`src/rtl/rst_pulse_pkg.sv`:
```
package rst_pulse_pkg;
  localparam int DATA_W    = 32;
  localparam int NUM_LINES = 9;

  // register bit feeding each reset output, output index order
  localparam int LINE_POS [NUM_LINES] = '{16, 17, 18, 19, 20, 21, 22, 25, 31};

  function automatic logic [DATA_W-1:0] mappedMask();
    logic [DATA_W-1:0] m;
    m = '0;
    for (int i = 0; i < NUM_LINES; i++) m[LINE_POS[i]] = 1'b1;
    return m;
  endfunction

  localparam logic [DATA_W-1:0] MAP_MASK = mappedMask();

  typedef struct packed {
    logic selWrite;
    logic delayWrite;
    logic launch;
    logic finish;
  } strobes_t;
endpackage

```
`src/rtl/rp_ctrl.sv`:
```
module rp_ctrl
  import rst_pulse_pkg::*;
#(
  parameter int DELAY_W   = 16,
  parameter int MIN_PULSE = 4
) (
  input  logic               clk,
  input  logic               rstN,
  input  logic               busValid,
  input  logic               busWrite,
  input  logic               busWin,
  input  logic               startBit,
  input  logic [DELAY_W-1:0] delayIn,
  output strobes_t           stb,
  output logic               busy
);
  localparam int CNT_W = DELAY_W + $clog2(MIN_PULSE) + 1;

  logic [CNT_W-1:0] remain;
  logic             wrOk;

  always_comb begin
    wrOk           = busValid && busWrite && !busy;
    stb.selWrite   = wrOk && !busWin;
    stb.delayWrite = wrOk && busWin;
    stb.launch     = wrOk && busWin && startBit;
    stb.finish     = busy && (remain == '0);
  end

  always_ff @(posedge clk or negedge rstN) begin
    if (!rstN) begin
      busy   <= 1'b0;
      remain <= '0;
    end else if (stb.launch) begin
      busy   <= 1'b1;
      remain <= CNT_W'(delayIn) + CNT_W'(MIN_PULSE - 1);
    end else if (stb.finish) begin
      busy   <= 1'b0;
    end else if (busy) begin
      remain <= remain - 1'b1;
    end
  end
endmodule

```
`src/rtl/rp_datapath.sv`:
```
module rp_datapath
  import rst_pulse_pkg::*;
#(
  parameter int DELAY_W = 16
) (
  input  logic                 clk,
  input  logic                 rstN,
  input  strobes_t             stb,
  input  logic                 busy,
  input  logic                 busWin,
  input  logic [DATA_W-1:0]    busWdata,
  input  logic [DELAY_W-1:0]   delayIn,
  output logic [DATA_W-1:0]    busRdata,
  output logic [NUM_LINES-1:0] rstOut
);
  localparam int PAD_W = DATA_W - DELAY_W - 1;

  logic [DATA_W-1:0]  selQ;
  logic [DELAY_W-1:0] delayQ;

  always_ff @(posedge clk or negedge rstN) begin
    if (!rstN) begin
      selQ   <= '0;
      delayQ <= '0;
    end else begin
      if (stb.selWrite)   selQ   <= busWdata & MAP_MASK;
      if (stb.delayWrite) delayQ <= delayIn;
    end
  end

  for (genvar i = 0; i < NUM_LINES; i++) begin : g_line
    always_ff @(posedge clk or negedge rstN) begin
      if (!rstN)            rstOut[i] <= 1'b0;
      else if (stb.launch)  rstOut[i] <= selQ[LINE_POS[i]];
      else if (stb.finish)  rstOut[i] <= 1'b0;
    end
  end

  always_comb begin
    if (busWin) busRdata = {delayQ, {PAD_W{1'b0}}, busy};
    else        busRdata = selQ;
  end
endmodule

```
`src/rtl/rst_pulser.sv`:
```
module rst_pulser
  import rst_pulse_pkg::*;
#(
  parameter int DELAY_W   = 16,
  parameter int MIN_PULSE = 4
) (
  input  logic        clk,
  input  logic        rstN,
  input  logic        busValid,
  input  logic        busWrite,
  input  logic        busWin,
  input  logic [31:0] busWdata,
  output logic [31:0] busRdata,
  output logic [8:0]  rstOut
);
  strobes_t           stb;
  logic               busy;
  logic [DELAY_W-1:0] delayIn;

  assign delayIn = busWdata[DATA_W-1 -: DELAY_W];

  rp_ctrl #(.DELAY_W(DELAY_W), .MIN_PULSE(MIN_PULSE)) i_ctrl (
    .clk(clk), .rstN(rstN), .busValid(busValid), .busWrite(busWrite),
    .busWin(busWin), .startBit(busWdata[0]), .delayIn(delayIn),
    .stb(stb), .busy(busy)
  );

  rp_datapath #(.DELAY_W(DELAY_W)) i_dp (
    .clk(clk), .rstN(rstN), .stb(stb), .busy(busy), .busWin(busWin),
    .busWdata(busWdata), .delayIn(delayIn), .busRdata(busRdata),
    .rstOut(rstOut)
  );
endmodule

```
`config.mk`:
```
export PLATFORM = sky130hd
export DESIGN_NAME = rst_pulser
export DESIGN_NICKNAME = d
export VERILOG_FILES = /design/src/rtl/rst_pulse_pkg.sv /design/src/rtl/rp_ctrl.sv /design/src/rtl/rp_datapath.sv /design/src/rtl/rst_pulser.sv
export SDC_FILE = /design/constraint.sdc
export NUM_CORES = 1
export LEC_CHECK = 0
export BUFFER_PORTS_ARGS = -buffer_cell sky130_fd_sc_hd__buf_2
export CAP_MARGIN = 20
export CORE_UTILIZATION = 30
export CTS_BUF_LIST = sky130_fd_sc_hd__clkbuf_8
export CTS_CLUSTER_DIAMETER = 150
export DETAILED_ROUTE_END_ITERATION = 8
export HOLD_SLACK_MARGIN = 0.05
export REMOVE_ABC_BUFFERS = 1
export SLEW_MARGIN = 0
export SYNTH_ARGS = -nofsm -noshare
export SYNTH_HDL_FRONTEND = slang
export SYNTH_SLANG_ARGS = --single-unit
```
`constraint.sdc`:
```
create_clock -name clk -period 2.2 [get_ports clk]
set_clock_uncertainty 0.05 [all_clocks]
set_input_delay 0.44 -clock clk [delete_from_list [all_inputs] [get_ports clk]]
set_output_delay 0.44 -clock clk [all_outputs]
set_load 0.01 [all_outputs]
```
=== Yosys cells after proc, flatten, opt, wreduce, memory -nomap -nowiden ===
Index checks and enable logic that the tools add are counted.
Widths: inputs -> output; s select.

* $add $sub $neg: 2
* Multipliers: 0
* Div/mod/pow operators: 0
* Order comparisons: 0
* Equal/unequal tests: 1
* Shift-type cells: 0
* Muxes and demuxes: 15
* Bitwise gates (word level): 0
* Reductions and logical operators: 12

{| class="wikitable"
|+ Operators by type and width
! operator !! number
|-
| $mux 19 || 3
|-
| $mux 32 || 1
|-
| $logic_not 19->1 || 1
|-
| $sub 19x1->19 const B || 1
|-
| $add 16x2->17 const B || 1
|-
| $mux 1 || 11
|-
| $logic_and 1x1->1 || 6
|-
| $reduce_bool 2->1 || 2
|-
| $logic_not 1->1 || 2
|-
| $ne 2x1->1 const B || 1
|-
| $reduce_and 2->1 || 1
|}

* Bits in registers: 54
* Bits in latches: 0
* Bits in writable memories: 0
* Memory bits (read-only): 0
* Memories: 0

=== Longest topological paths before layout ===
Gate-level depths: netlist of run 1.

* Word-level depth: 6
* Gate-level depth with buffers: 8
* Mapped depth without buffers: 7

=== Hierarchy ===
Synthesis of run 1 repeated with hierarchy kept, for this count alone.

* Cell total of the unflattened synthesis: 271
* Area, all modules: 3079.2 µm²

{| class="wikitable"
|+ By module, submodules not included
! module !! instances !! cells each !! area an instance (µm²) !! sequential area each (µm²)
|-
| rp_datapath || 1 || 108 || 1599.0 || 850.8
|-
| rp_ctrl || 1 || 163 || 1480.2 || 500.5
|}

=== Worst setup path after synthesis of run 1 ===
No wires, ideal clock.

* Kind: reg-to-reg
* From: reg i_ctrl.remain[1]
* To: reg i_ctrl.remain[17]
* Arrival time: 1.749 ns
* Data required time: 2.029 ns
* Setup slack: 0.280 ns
* Stages on the path, launching flop included: 9
* Clock period less this slack: 1.920 ns
* Path through: dfrtp_1 -> inv_1 -> ha_1 -> nor2b_1 -> and3_1 -> buf_4 -> or4_1 -> nand3_1 -> o21ai_1

* Longest elaborated chain between the ends: 4

{| class="wikitable"
|+ RTL lines
! what !! RTL line !! source
|-
| from (decl) || rp_ctrl.sv:19 || <nowiki>logic [CNT_W-1:0] remain;</nowiki>
|-
| from (signal assigned) || rp_ctrl.sv:36 || <nowiki>remain <= CNT_W'(delayIn) + CNT_W'(MIN_PULSE - 1);</nowiki>
|-
| from (signal assigned) || rp_ctrl.sv:40 || <nowiki>remain <= remain - 1'b1;</nowiki>
|-
| $sub 19x1->19 / $logic_not 19->1 (equally long branches) || rp_ctrl.sv:40, rp_ctrl.sv:27 ||
|-
| $mux 19 / $logic_and 1x1->1 (equally long branches) || rp_ctrl.sv:39, rp_ctrl.sv:27 ||
|-
| $mux 19 / $ne 2x1->1 (equally long branches) || -- ||
|-
| $mux 19 / $reduce_and 2->1 (equally long branches) || -- ||
|}

Several ways; a longest one is shown, not always the timed one. The select of a mux whose other input is x is not followed.
A chain may end at the register's enable or synchronous reset.

=== Final worst setup path of run 1 ===
* From: reg i_ctrl.remain[1]
* To: reg i_ctrl.remain[4]

Same word-level chain as after synthesis.

==> results of run 1 <==
-- final cells by class --
| cell class | instances | area, um^2 |
|---|---|---|
| Sequential cell | 54 | 1350 |
| Multi-Input combinational cell | 214 | 1560 |
| Fill cell | 1007 | 6190 |
| Inverter | 8 | 30.0 |
| Timing Repair Buffer | 69 | 413 |
| Clock buffer | 5 | 68.8 |
| Clock inverter | 3 | 41.3 |
| Tap cell | 133 | 166 |
-- what timing repair did --
item	4_1_cts	5_1_grt
resized for setup	0	2
setup buffers	0	3
setup endpoints to repair	0	2
-- worst reg2reg max path: stages (launching register included) --
cell and delay, ns:
dfrtp_2 0.41, inv_1 0.07, ha_1 0.21, nor2b_1 0.16
and3_1 0.16, nand3_1 0.20, or4b_2 0.61, o211ai_1 0.10
-- layout by cell type, fill, tap and decap left out, drive strengths merged, types with 5 or more instances in the layout --
| cell | n |
|---|---|
| a21oi | 6 |
| a22o | 9 |
| and2 | 8 |
| buf | 69 |
| clkbuf | 5 |
| conb | 15 |
| dfrtp | 54 |
| inv | 9 |
| mux2 | 30 |
| mux2i | 6 |
| nand2 | 17 |
| nand3 | 10 |
| nor2 | 17 |
| nor3 | 7 |
| nor4 | 6 |
| o21ai | 11 |
| or4 | 5 |
| xnor2 | 13 |
| xor2 | 5 |
-- metrics by stage --
step / instances / utilization
floorplan: 276 / -
global placement: 475 / 0.356
detailed placement: 475 / 0.356
CTS: 483 / 0.367
global route: 486 / 0.370
finish: 486 / 0.370
-- cells by family (layout without fill, tap and decap cells) --
kind of cell,after synthesis,in the layout
buf+inv,33,85
simple gates,96,96
fa+ha+maj,2,2
mux,36,36
other cells,1,15
xor+xnor,18,18
compound gates,47,47
flops,54,54
-- power groups by stage --
stage / combinational, mW / clock (mW) / sequential (mW)
finish: 1.28 / 0.667 / 1.77
global route: 1.43 / 0.723 / 1.84
CTS: 1.25 / 0.686 / 1.77
detailed placement: 1.24 / 0 / 1.79
global placement: 1.22 / 0 / 1.76
floorplan: 0.801 / 0 / 1.74
-- metal layers --
layer	track usage	vias to the layer above	routed length [um]
met3	0.0244	12	241
met4	0.0374	0	102
met5	0	-	0
met1	0.191	1147	3250
met2	0.234	56	3330
li1	-	1139	-
-- registers in the layout (all words and copies together) (netlist names) --
| signal | flops |
|---|---|
| i_ctrl.remain | 19 |
| i_dp.delayQ | 16 |
| i_dp.rstOut | 9 |
| i_dp.selQ | 9 |
| i_ctrl.busy | 1 |
-- final timing paths --
check	startpoint	slack, ns	endpoint	cells past startpoint
worst max register to register	i_ctrl.remain[1]$_DFFE_PN0P_	0.16	i_ctrl.remain[4]$_DFFE_PN0P_	7
max in group asynchronous	rstN	1.38	i_ctrl.remain[1]$_DFFE_PN0P_	2
worst min-delay path	rstN	0.07	i_ctrl.remain[4]$_DFFE_PN0P_	1
min in group clk	busWdata[16]	0.36	i_dp.selQ[16]$_DFFE_PN0P_	2
worst min register to register	i_dp.delayQ[10]$_DFFE_PN0N_	0.44	i_dp.delayQ[10]$_DFFE_PN0N_	2
worst max-delay path	i_ctrl.remain[1]$_DFFE_PN0P_	0.16	i_ctrl.remain[4]$_DFFE_PN0P_	7
==> PnR_summary.wiki, run 1 <==
{| class="wikitable"
! Metric !! Value
|-
| DRC || 0
|-
| Top cells by count, synth || dfrtp_1 (54), mux2_2 (30), nand2_1 (17)
|-
| Number of placement rows || 36
|-
| Placed Area || 3490 um^2
|-
| Remaining global-route overflow || 0
|-
| Transition at the pin with the smallest max-transition slack || 0.594 ns
|-
| Clock network fraction of design power || 0.179
|-
| Xor/xnor share of the synthesized area || 0.0518
|-
| Mean routed wirelength per cell || 14.2 um
|-
| Number of distinct library cell variants in the gate-level netlist after synthesis || 60
|-
| Largest driver fanout on the critical path || 6
|-
| Time the final worst path needs with I/O delays and setup || 2.04 ns
|-
| Cts bufs inserted || 5
|-
| Final setup viols || 0
|-
| Final Max Slew Viols || 0
|-
| Switch Pwr || 1.28 mW
|-
| Highest attainable clock frequency || 0.490 GHz
|-
| Cell types occupying the most area after synthesis || dfrtp_1 (44%), mux2_2 (11%), buf_4 (3.9%)
|-
| Synthesized-area fraction occupied by ao, oa, aoi and oai cells || 0.111
|-
| Effective utilization at floorplan || 0.310
|-
| Antenna-violating nets left || 0
|-
| Post-Synth Simple-Gate Area || 0.190
|-
| Cell with the largest stage delay on the worst path || or4b_2
|-
| Worst ir drop on vdd || 0.645 mV
|-
| Synth Flop Type || dfrtp_1
|-
| Mux contribution to synthesized area || 0.131
|-
| HPWL after DPL || 5130 um
|-
| Syn_area_per_cell || 10.6 um^2
|-
| Fraction of the mapped netlist area in adder cells || 0.00823
|-
| First-pass GRT wire length || 11,700 um
|-
| Maximum number of pins on one net before global-route repair || 28
|-
| CTS tree || built
|-
| Least setup slack across all paths after layout || 0.160 ns
|-
| Post-Place Worst Slack || 0.150 ns
|-
| DIE AREA || 10,500 um^2
|-
| Share of total power consumed by net switching || 0.344
|-
| Number of cells produced by synthesis || 287
|-
| Io pins || 78
|-
| Async S/R FF share, synth || 1.00
|-
| Post-route cell area || 3630 um^2
|-
| Quantity of hold-fixing buffers added after cts || 0
|-
| Buffers plus inverters on the worst setup path || 1
|-
| Cell class contributing the biggest share of worst-path delay || simple AND/OR/NAND/NOR gates
|-
| Element type at the critical path end || flip-flop
|-
| Unrepaired setup endpoints after global routing || false
|-
| Slew HR || 0.604
|-
| Final clock period utilization by the worst path || 0.927
|-
| Initial drt markers || 130
|-
| Number of global-route vias before repair || 2,312
|-
| Max Buffers Root-to-Sink || 2
|-
| Biggest cell delay along the critical path || 0.61 ns
|-
| List of cells traversed by the critical path || inv_1 > ha_1 > nor2b_1 > and3_1 > nand3_1 > or4b_2 > o211ai_1
|-
| Minimum hold slack || 0.0674 ns
|-
| Die X-Extent || 103 um
|-
| Total power divided by cell area || 1020 nW/um^2
|-
| Internal Power || 2.44 mW
|-
| Run status || completed
|-
| Synth area leader || dfrtp_1
|-
| Sequential area share after synthesis || 0.444
|-
| Most numerous cell in the Yosys netlist || dfrtp_1
|-
| Clock-pin slew reported for the worst setup and hold paths after clock tree synthesis || 0.10 ns
|-
| Syn Std Cell Area || 3040 um^2
|-
| Final TNS setup || 0 ns
|-
| Number of violations of the max-capacitance limit || 0
|-
| Type of the setup path with the least slack || flip-flop to flip-flop
|-
| Source-to-sink clock delay at the later pin of the worst-skew pair || 0.31 ns
|-
| Seq pwr share || 0.476
|-
| Area added between synthesis and finish || 19.4%
|-
| Required time of the critical path || 2.39 ns
|-
| Total Nets Final || 391
|-
| CP startpoint kind || flip-flop
|-
| Via count || 2,354
|-
| Per-cell via count in the routed design || 4.84
|-
| H-Tree Depth || 2
|-
| PnR Total Power || 3.72 mW
|-
| Iteration count of the initial detailed-routing pass || 4
|-
| Arrival time at the worst endpoint || 2.23 ns
|-
| Share of the synthesized area in the top cell type || 0.444
|-
| Leakage Power || 1.59 nW
|-
| Combined global-route utilization of all metal layers || 0.141
|-
| Core box area || 9820 um^2
|-
| Combinational power share || 0.345
|-
| Type of the tightest min-delay check || input pin to asynchronous set/reset pin
|-
| Sink count of the clock tree || 54
|-
| Combinational family with the most area after synthesis || simple AND/OR/NAND/NOR gates
|-
| Post-synthesis register bit count || 54
|-
| Number of endpoints with negative hold slack in the final report || 0
|-
| Clock Root Buffer || clkbuf_8
|-
| Chip height || 103 um
|-
| Antenna diodes || 0
|-
| Global placer's final weighted congestion || 0.861
|-
| Fraction of layout cells with a size suffix above 1 || 0.351
|-
| Initial antenna violation count || 0
|-
| Total Wirelength || 6920 um
|-
| Yosys warns || 0
|-
| Port Buffer Count || 47
|-
| Number of flops mapped to enable cells by yosys || 0
|}
Note: power is estimated with default switching activity, not from simulation.
==> run 2, diff against run 1 <==
==> constraint.sdc (replaced) <==
create_clock -name clk -period 2.2 [get_ports clk]
set_clock_uncertainty 0.05 [all_clocks]
set_input_delay 0.11 -clock clk [delete_from_list [all_inputs] [get_ports clk]]
set_output_delay 0.11 -clock clk [all_outputs]
set_load 0.01 [all_outputs]
==> PnR_summary.wiki, run 2 (synthesis results as in run 1) <==
{| class="wikitable"
! Metric !! Value
|-
| Hold depth || 2
|-
| Element type at the critical path end || flip-flop
|-
| Cells on worst reg2reg path || 6
|-
| Total power divided by cell area || 1000 nW/um^2
|-
| Final Max Slew Viols || 0
|-
| List of cells traversed by the critical path || inv_1 > ha_1 > nor2b_1 > and3_1 > a41oi_2 > a22o_1
|-
| Hold Startpoint || busWdata[20]
|-
| Number of endpoints with negative hold slack in the final report || 0
|-
| Clock-pin slew reported for the worst setup and hold paths after clock tree synthesis || 0.11 ns
|-
| Highest-count cells in the layout ignoring fill and taps || dfrtp_1 (54), buf_2 (47), mux2_2 (30)
|-
| Final standard cell utilization of the core || 0.367
|-
| Antenna diodes || 0
|-
| Source-to-sink clock delay at the later pin of the worst-skew pair || 0.31 ns
|-
| Combined global-route utilization of all metal layers || 0.141
|-
| Number of placement rows || 36
|-
| DRC || 0
|-
| Fraction of layout cells with a size suffix above 1 || 0.333
|-
| Effective utilization at floorplan || 0.310
|-
| RR Endpoint || i_dp.rstOut[8]$_DFFE_PN0P_
|-
| Total area of multi-input combinational cells || 1560 um^2
|-
| Highest attainable clock frequency || 0.480 GHz
|-
| Core box area || 9820 um^2
|-
| Arrival time at the worst endpoint || 2.23 ns
|-
| H-Tree Depth || 2
|-
| Required time of the critical path || 2.35 ns
|-
| Flip-flop count of the largest register after layout || 19
|-
| Leakage Power || 1.57 nW
|-
| Buffers plus inverters on the worst setup path || 1
|-
| CP startpoint kind || flip-flop
|-
| Largest registers ranked by flip-flop count || i_ctrl.remain: 19 flops, i_dp.delayQ: 16 flops
|-
| Sink count of the clock tree || 54
|-
| Type of the tightest min-delay check || input pin to flip-flop
|-
| Time the final worst path needs with I/O delays and setup || 2.08 ns
|-
| Die X-Extent || 103 um
|-
| Antenna-violating nets left || 0
|-
| Global placer's final weighted congestion || 0.848
|-
| Register Area || 1350 um^2
|-
| Maximum number of pins on one net before global-route repair || 36
|-
| Cell with the largest stage delay on the worst path || dfrtp_1
|-
| Biggest cell delay along the critical path || 0.40 ns
|-
| DIE AREA || 10,500 um^2
|-
| Clock Root Buffer || clkbuf_8
|-
| Number of violations of the max-capacitance limit || 0
|-
| Transition at the pin with the smallest max-transition slack || 0.798 ns
|-
| CTS tree || built
|-
| Run status || completed
|-
| Slew HR || 0.468
|-
| First-pass GRT wire length || 11,600 um
|-
| Fin cells || 484
|-
| Area added between synthesis and finish || 18.6%
|-
| Worst ir drop on vdd || 0.464 mV
|-
| Initial antenna violation count || 0
|-
| Number of global-route vias before repair || 2,285
|-
| Via count || 2,365
|-
| Final TNS setup || 0 ns
|-
| Per-cell via count in the routed design || 4.89
|-
| Total Nets Final || 389
|-
| Final setup viols || 0
|-
| Flop-to-flop setup slack || 0.12 ns
|-
| Remaining global-route overflow || 0
|-
| Levels on crit path || 6
|-
| Chip height || 103 um
|-
| Total Wirelength || 6860 um
|-
| Worst-case hold path end point || i_dp.delayQ[4]$_DFFE_PN0N_
|-
| Iteration count of the initial detailed-routing pass || 4
|-
| Io pins || 78
|-
| Max Buffers Root-to-Sink || 2
|-
| Post-Place Worst Slack || 0.0517 ns
|-
| Unrepaired setup endpoints after global routing || false
|-
| Largest driver fanout on the critical path || 9
|-
| Reg2Reg Launch Point || i_ctrl.remain[0]$_DFFE_PN0P_
|-
| Cell class contributing the biggest share of worst-path delay || compound AO/OA/AOI/OAI gates
|-
| Mean routed wirelength per cell || 14.2 um
|-
| Reg with most FFs || i_ctrl.remain
|-
| Placed Cells || 470
|-
| Cts bufs inserted || 5
|-
| Most common cell after layout, fill and taps aside || dfrtp_1
|-
| Final clock period utilization by the worst path || 0.946
|-
| Type of the setup path with the least slack || flip-flop to flip-flop
|-
| Initial drt markers || 158
|-
| Least setup slack across all paths after layout || 0.118 ns
|-
| HPWL after DPL || 5080 um
|-
| Total of fill cells in the finished design || 1,025
|-
| Port Buffer Count || 47
|}
run 2: area by class of cell:
cell class | count | area share
multi-input combinational | 214 | 0.433
timing repair buffer | 67 | 0.110
clock inverter | 2 | 0.00451
sequential | 54 | 0.375
tap | 133 | 0.0461
inverter | 8 | 0.00833
clock buffer | 6 | 0.0229
run 2: metal layers:
metal | up-vias | global-route usage | part of all wire
li1 | 1136 | - | -
met1 | 1163 | 0.183 | 0.45
met2 | 57 | 0.243 | 0.50
met3 | 9 | 0.0217 | 0.036
met4 | 0 | 0.0385 | 0.018
met5 | - | 0 | 0
run 2: power breakdown:
part / total [mW] / leakage (nW) / switching, mW / internal (mW)
sequential: 1.75 / 0.648 / 0.352 / 1.40
combinational: 1.27 / 0.871 / 0.582 / 0.684
clock: 0.600 / 0.0478 / 0.340 / 0.260
total: 3.62 / 1.57 / 1.27 / 2.35
run 2: what timing repair did:
item	CTS	global route
setup buffers	0	1
gates resized for setup	0	1
hold buffers	5	0
endpoints found under the setup margin	0	11
endpoints found under the hold margin	38	0
run 2: through the flow:
stage	hold WS (ns)	cell area [um^2]	power, mW
2_1_floorplan	-0.236	2940	2.55
3_5_place_dp	0.195	3440	3.02
4_1_cts	0.0507	3590	3.64
5_1_grt	0.0586	3610	3.89
6_report	0.0591	3610	3.62
3_3_place_gp	0.191	3440	2.98
run 2: worst max-delay path by stage:
stage	to	from	slack (ns)
finish	i_dp.rstOut[8]$_DFFE_PN0P_	i_ctrl.remain[0]$_DFFE_PN0P_	0.12
global route	i_dp.rstOut[8]$_DFFE_PN0P_	i_ctrl.remain[1]$_DFFE_PN0P_	0.007
CTS	i_ctrl.remain[4]$_DFFE_PN0P_	i_ctrl.remain[0]$_DFFE_PN0P_	0.03
detailed placement	i_ctrl.remain[4]$_DFFE_PN0P_	i_ctrl.remain[0]$_DFFE_PN0P_	0.05
global placement	i_ctrl.remain[4]$_DFFE_PN0P_	i_ctrl.remain[0]$_DFFE_PN0P_	0.09
floorplan	i_dp.rstOut[0]$_DFFE_PN0P_	i_ctrl.busy$_DFFE_PN0P_	-0.77
==> run 3, diff against run 2 <==
- CELL_PAD_IN_SITES_DETAIL_PLACEMENT: default -> 0
- CELL_PAD_IN_SITES_GLOBAL_PLACEMENT: default -> 1
- PLACE_DENSITY_LB_ADDON: default -> 0.1
- clock period: 2.2 -> 1.8 ns (I/O delays scaled with it)
==> PnR_summary.wiki, run 3 (synthesis results as in run 1) <==
{| class="wikitable"
! Metric !! Value
|-
| Chip height || 103 um
|-
| Area added between synthesis and finish || 43.4%
|-
| Fin cells || 541
|-
| Highest-count cells in the layout ignoring fill and taps || dfrtp_1 (53), buf_2 (47), buf_4 (47)
|-
| CTS tree || built
|-
| Io pins || 78
|-
| Internal Power || 3.41 mW
|-
| Seq pwr share || 0.401
|-
| Combined global-route utilization of all metal layers || 0.171
|-
| Run status || finished, violations left
|-
| Reg with most FFs || i_ctrl.remain
|-
| Total of fill cells in the finished design || 995
|-
| Source-to-sink clock delay at the later pin of the worst-skew pair || 0.30 ns
|-
| RR Endpoint || i_ctrl.remain[0]$_DFFE_PN0P_
|-
| Sink count of the clock tree || 54
|-
| Total Wirelength || 8280 um
|-
| Combinational power share || 0.438
|-
| Cell occurring most often along the worst timing path || buf_6
|-
| Highest attainable clock frequency || 0.532 GHz
|-
| Placed Cells || 508
|-
| PnR Total Power || 5.21 mW
|-
| Biggest cell delay along the critical path || 0.56 ns
|-
| Unrepaired setup endpoints after global routing || true
|-
| Clock-pin slew reported for the worst setup and hold paths after clock tree synthesis || 0.10 ns
|-
| Via count || 2,584
|-
| H-Tree Depth || 2
|-
| Levels on crit path || 8
|-
| Share of total power consumed by net switching || 0.346
|-
| Arrival time at the worst endpoint || 2.03 ns
|-
| End point of the critical path || i_ctrl.remain[0]$_DFFE_PN0P_
|-
| Final clock period utilization by the worst path || 1.04
|-
| Number of global-route vias before repair || 2,603
|-
| Least setup slack across all paths after layout || -0.0787 ns
|-
| Fraction of layout cells with a size suffix above 1 || 0.466
|-
| Mean routed wirelength per cell || 15.3 um
|-
| Violated checks || negative setup slack
|-
| HPWL after DPL || 5670 um
|-
| Final setup viols || 18
|-
| Type of the setup path with the least slack || flip-flop to flip-flop
|-
| Cell class contributing the biggest share of worst-path delay || simple AND/OR/NAND/NOR gates
|-
| Clock network fraction of design power || 0.160
|-
| Time the final worst path needs with I/O delays and setup || 1.88 ns
|-
| Type of the tightest min-delay check || input pin to flip-flop
|-
| Total area of multi-input combinational cells || 1750 um^2
|-
| Final Max Slew Viols || 0
|-
| Most common cell after layout, fill and taps aside || dfrtp_1
|-
| Number of violations of the max-capacitance limit || 0
|-
| Remaining global-route overflow || 0
|-
| DIE AREA || 10,500 um^2
|-
| Antenna-violating nets left || 0
|-
| Max Buffers Root-to-Sink || 2
|-
| Buffers plus inverters on the worst setup path || 3
|-
| Largest driver fanout on the critical path || 4
|-
| Global placer's final weighted congestion || 0.738
|-
| Cells on worst reg2reg path || 8
|-
| CP Launch Point || i_ctrl.remain[9]$_DFFE_PN0P_
|-
| Element type at the critical path end || flip-flop
|-
| Port Buffer Count || 47
|-
| List of cells traversed by the critical path || or4_4 > nor2_4 > buf_6 > nand3_4 > buf_6 > buf_6 > a22oi_2 > o21ai_1
|-
| Maximum number of pins on one net before global-route repair || 55
|-
| Leakage Power || 1.93 nW
|-
| Flip-flop count of the largest register after layout || 19
|-
| Per-cell via count in the routed design || 4.78
|-
| Switch Pwr || 1.80 mW
|-
| Cell with the largest stage delay on the worst path || or4_4
|-
| Core box area || 9820 um^2
|-
| Reg2Reg Launch Point || i_ctrl.remain[9]$_DFFE_PN0P_
|-
| CP startpoint kind || flip-flop
|-
| Effective utilization at floorplan || 0.310
|-
| Required time of the critical path || 1.95 ns
|-
| Clock Root Buffer || clkbuf_8
|-
| Initial antenna violation count || 0
|-
| Total power divided by cell area || 1190 nW/um^2
|-
| Worst ir drop on vdd || 0.494 mV
|-
| Flop-to-flop setup slack || -0.08 ns
|-
| Register Area || 1350 um^2
|-
| Number of endpoints with negative hold slack in the final report || 0
|-
| Antenna diodes || 0
|-
| DRC || 0
|-
| Largest registers ranked by flip-flop count || i_ctrl.remain: 19 flops, i_dp.delayQ: 16 flops
|-
| Iteration count of the initial detailed-routing pass || 5
|-
| First-pass GRT wire length || 13,600 um
|-
| Die X-Extent || 103 um
|-
| Total Nets Final || 446
|-
| Cts bufs inserted || 5
|-
| Initial drt markers || 87
|-
| Number of placement rows || 36
|}
==> run 3: how the worst min path moves through the flow <==
stage / from / to / cells after the start
CTS: busWdata[19] / i_dp.selQ[19]$_DFFE_PN0P_ / 2
global route: busWdata[19] / i_dp.selQ[19]$_DFFE_PN0P_ / 2
floorplan: rstN / i_ctrl.busy$_DFFE_PN0P_ / 0
detailed placement: rstN / i_dp.rstOut[2]$_DFFE_PN0P_ / 2
global placement: rstN / i_dp.delayQ[2]$_DFFE_PN0N_ / 2
finish: busWdata[19] / i_dp.selQ[19]$_DFFE_PN0P_ / 2
==> run 3: area by class of cell <==
cell class / count / share of cell area
repair buffers: 124 / 0.218
clock buffers: 5 / 0.0158
multi-input cells: 214 / 0.402
flip-flops and latches: 54 / 0.310
inverters: 8 / 0.00688
well taps: 133 / 0.0381
clock inverters: 3 / 0.00946
==> run 3: through the flow <==
stage	TNS [ns]	hold slack, ns	utilization	setup slack, ns	cell area [um^2]
after global routing	-2.63	0.0613	0.444	-0.151	4360
after detailed placement	-1.70	0.0728	0.384	-0.172	3770
after CTS	-1.31	0.0552	0.437	-0.0910	4290
final	-0.848	0.0740	0.444	-0.0787	4360
after floorplan	-25.35	-0.256	-	-1.17	2940
after global placement	-1.67	0.0698	0.384	-0.144	3770
==> run 3: metal layers <==
metal	up-vias	GRT usage	wire, um
met5	-	0	0
met4	0	0.0407	64
met3	5	0.0264	171
met2	40	0.273	3920
met1	1292	0.243	4120
li1	1247	-	-
==> run 3: power by group through the flow <==
stage               Sequential [mW]  Clock [mW]  Combinational [mW]
floorplan                      2.13           0               0.979
global placement               2.09           0                1.95
global route                   2.16       0.914                2.51
detailed placement             2.10           0                1.96
CTS                            2.09       0.875                2.18
finish                         2.09       0.834                2.28
==> run 3: what timing repair did <==
item,in CTS,in global routing
hold buffers,13,0
setup endpoints to repair,23,27
resized for setup,42,15
pin swaps,16,16
buffers inserted,8,3
hold endpoints to repair,73,0
gates cloned,2,0
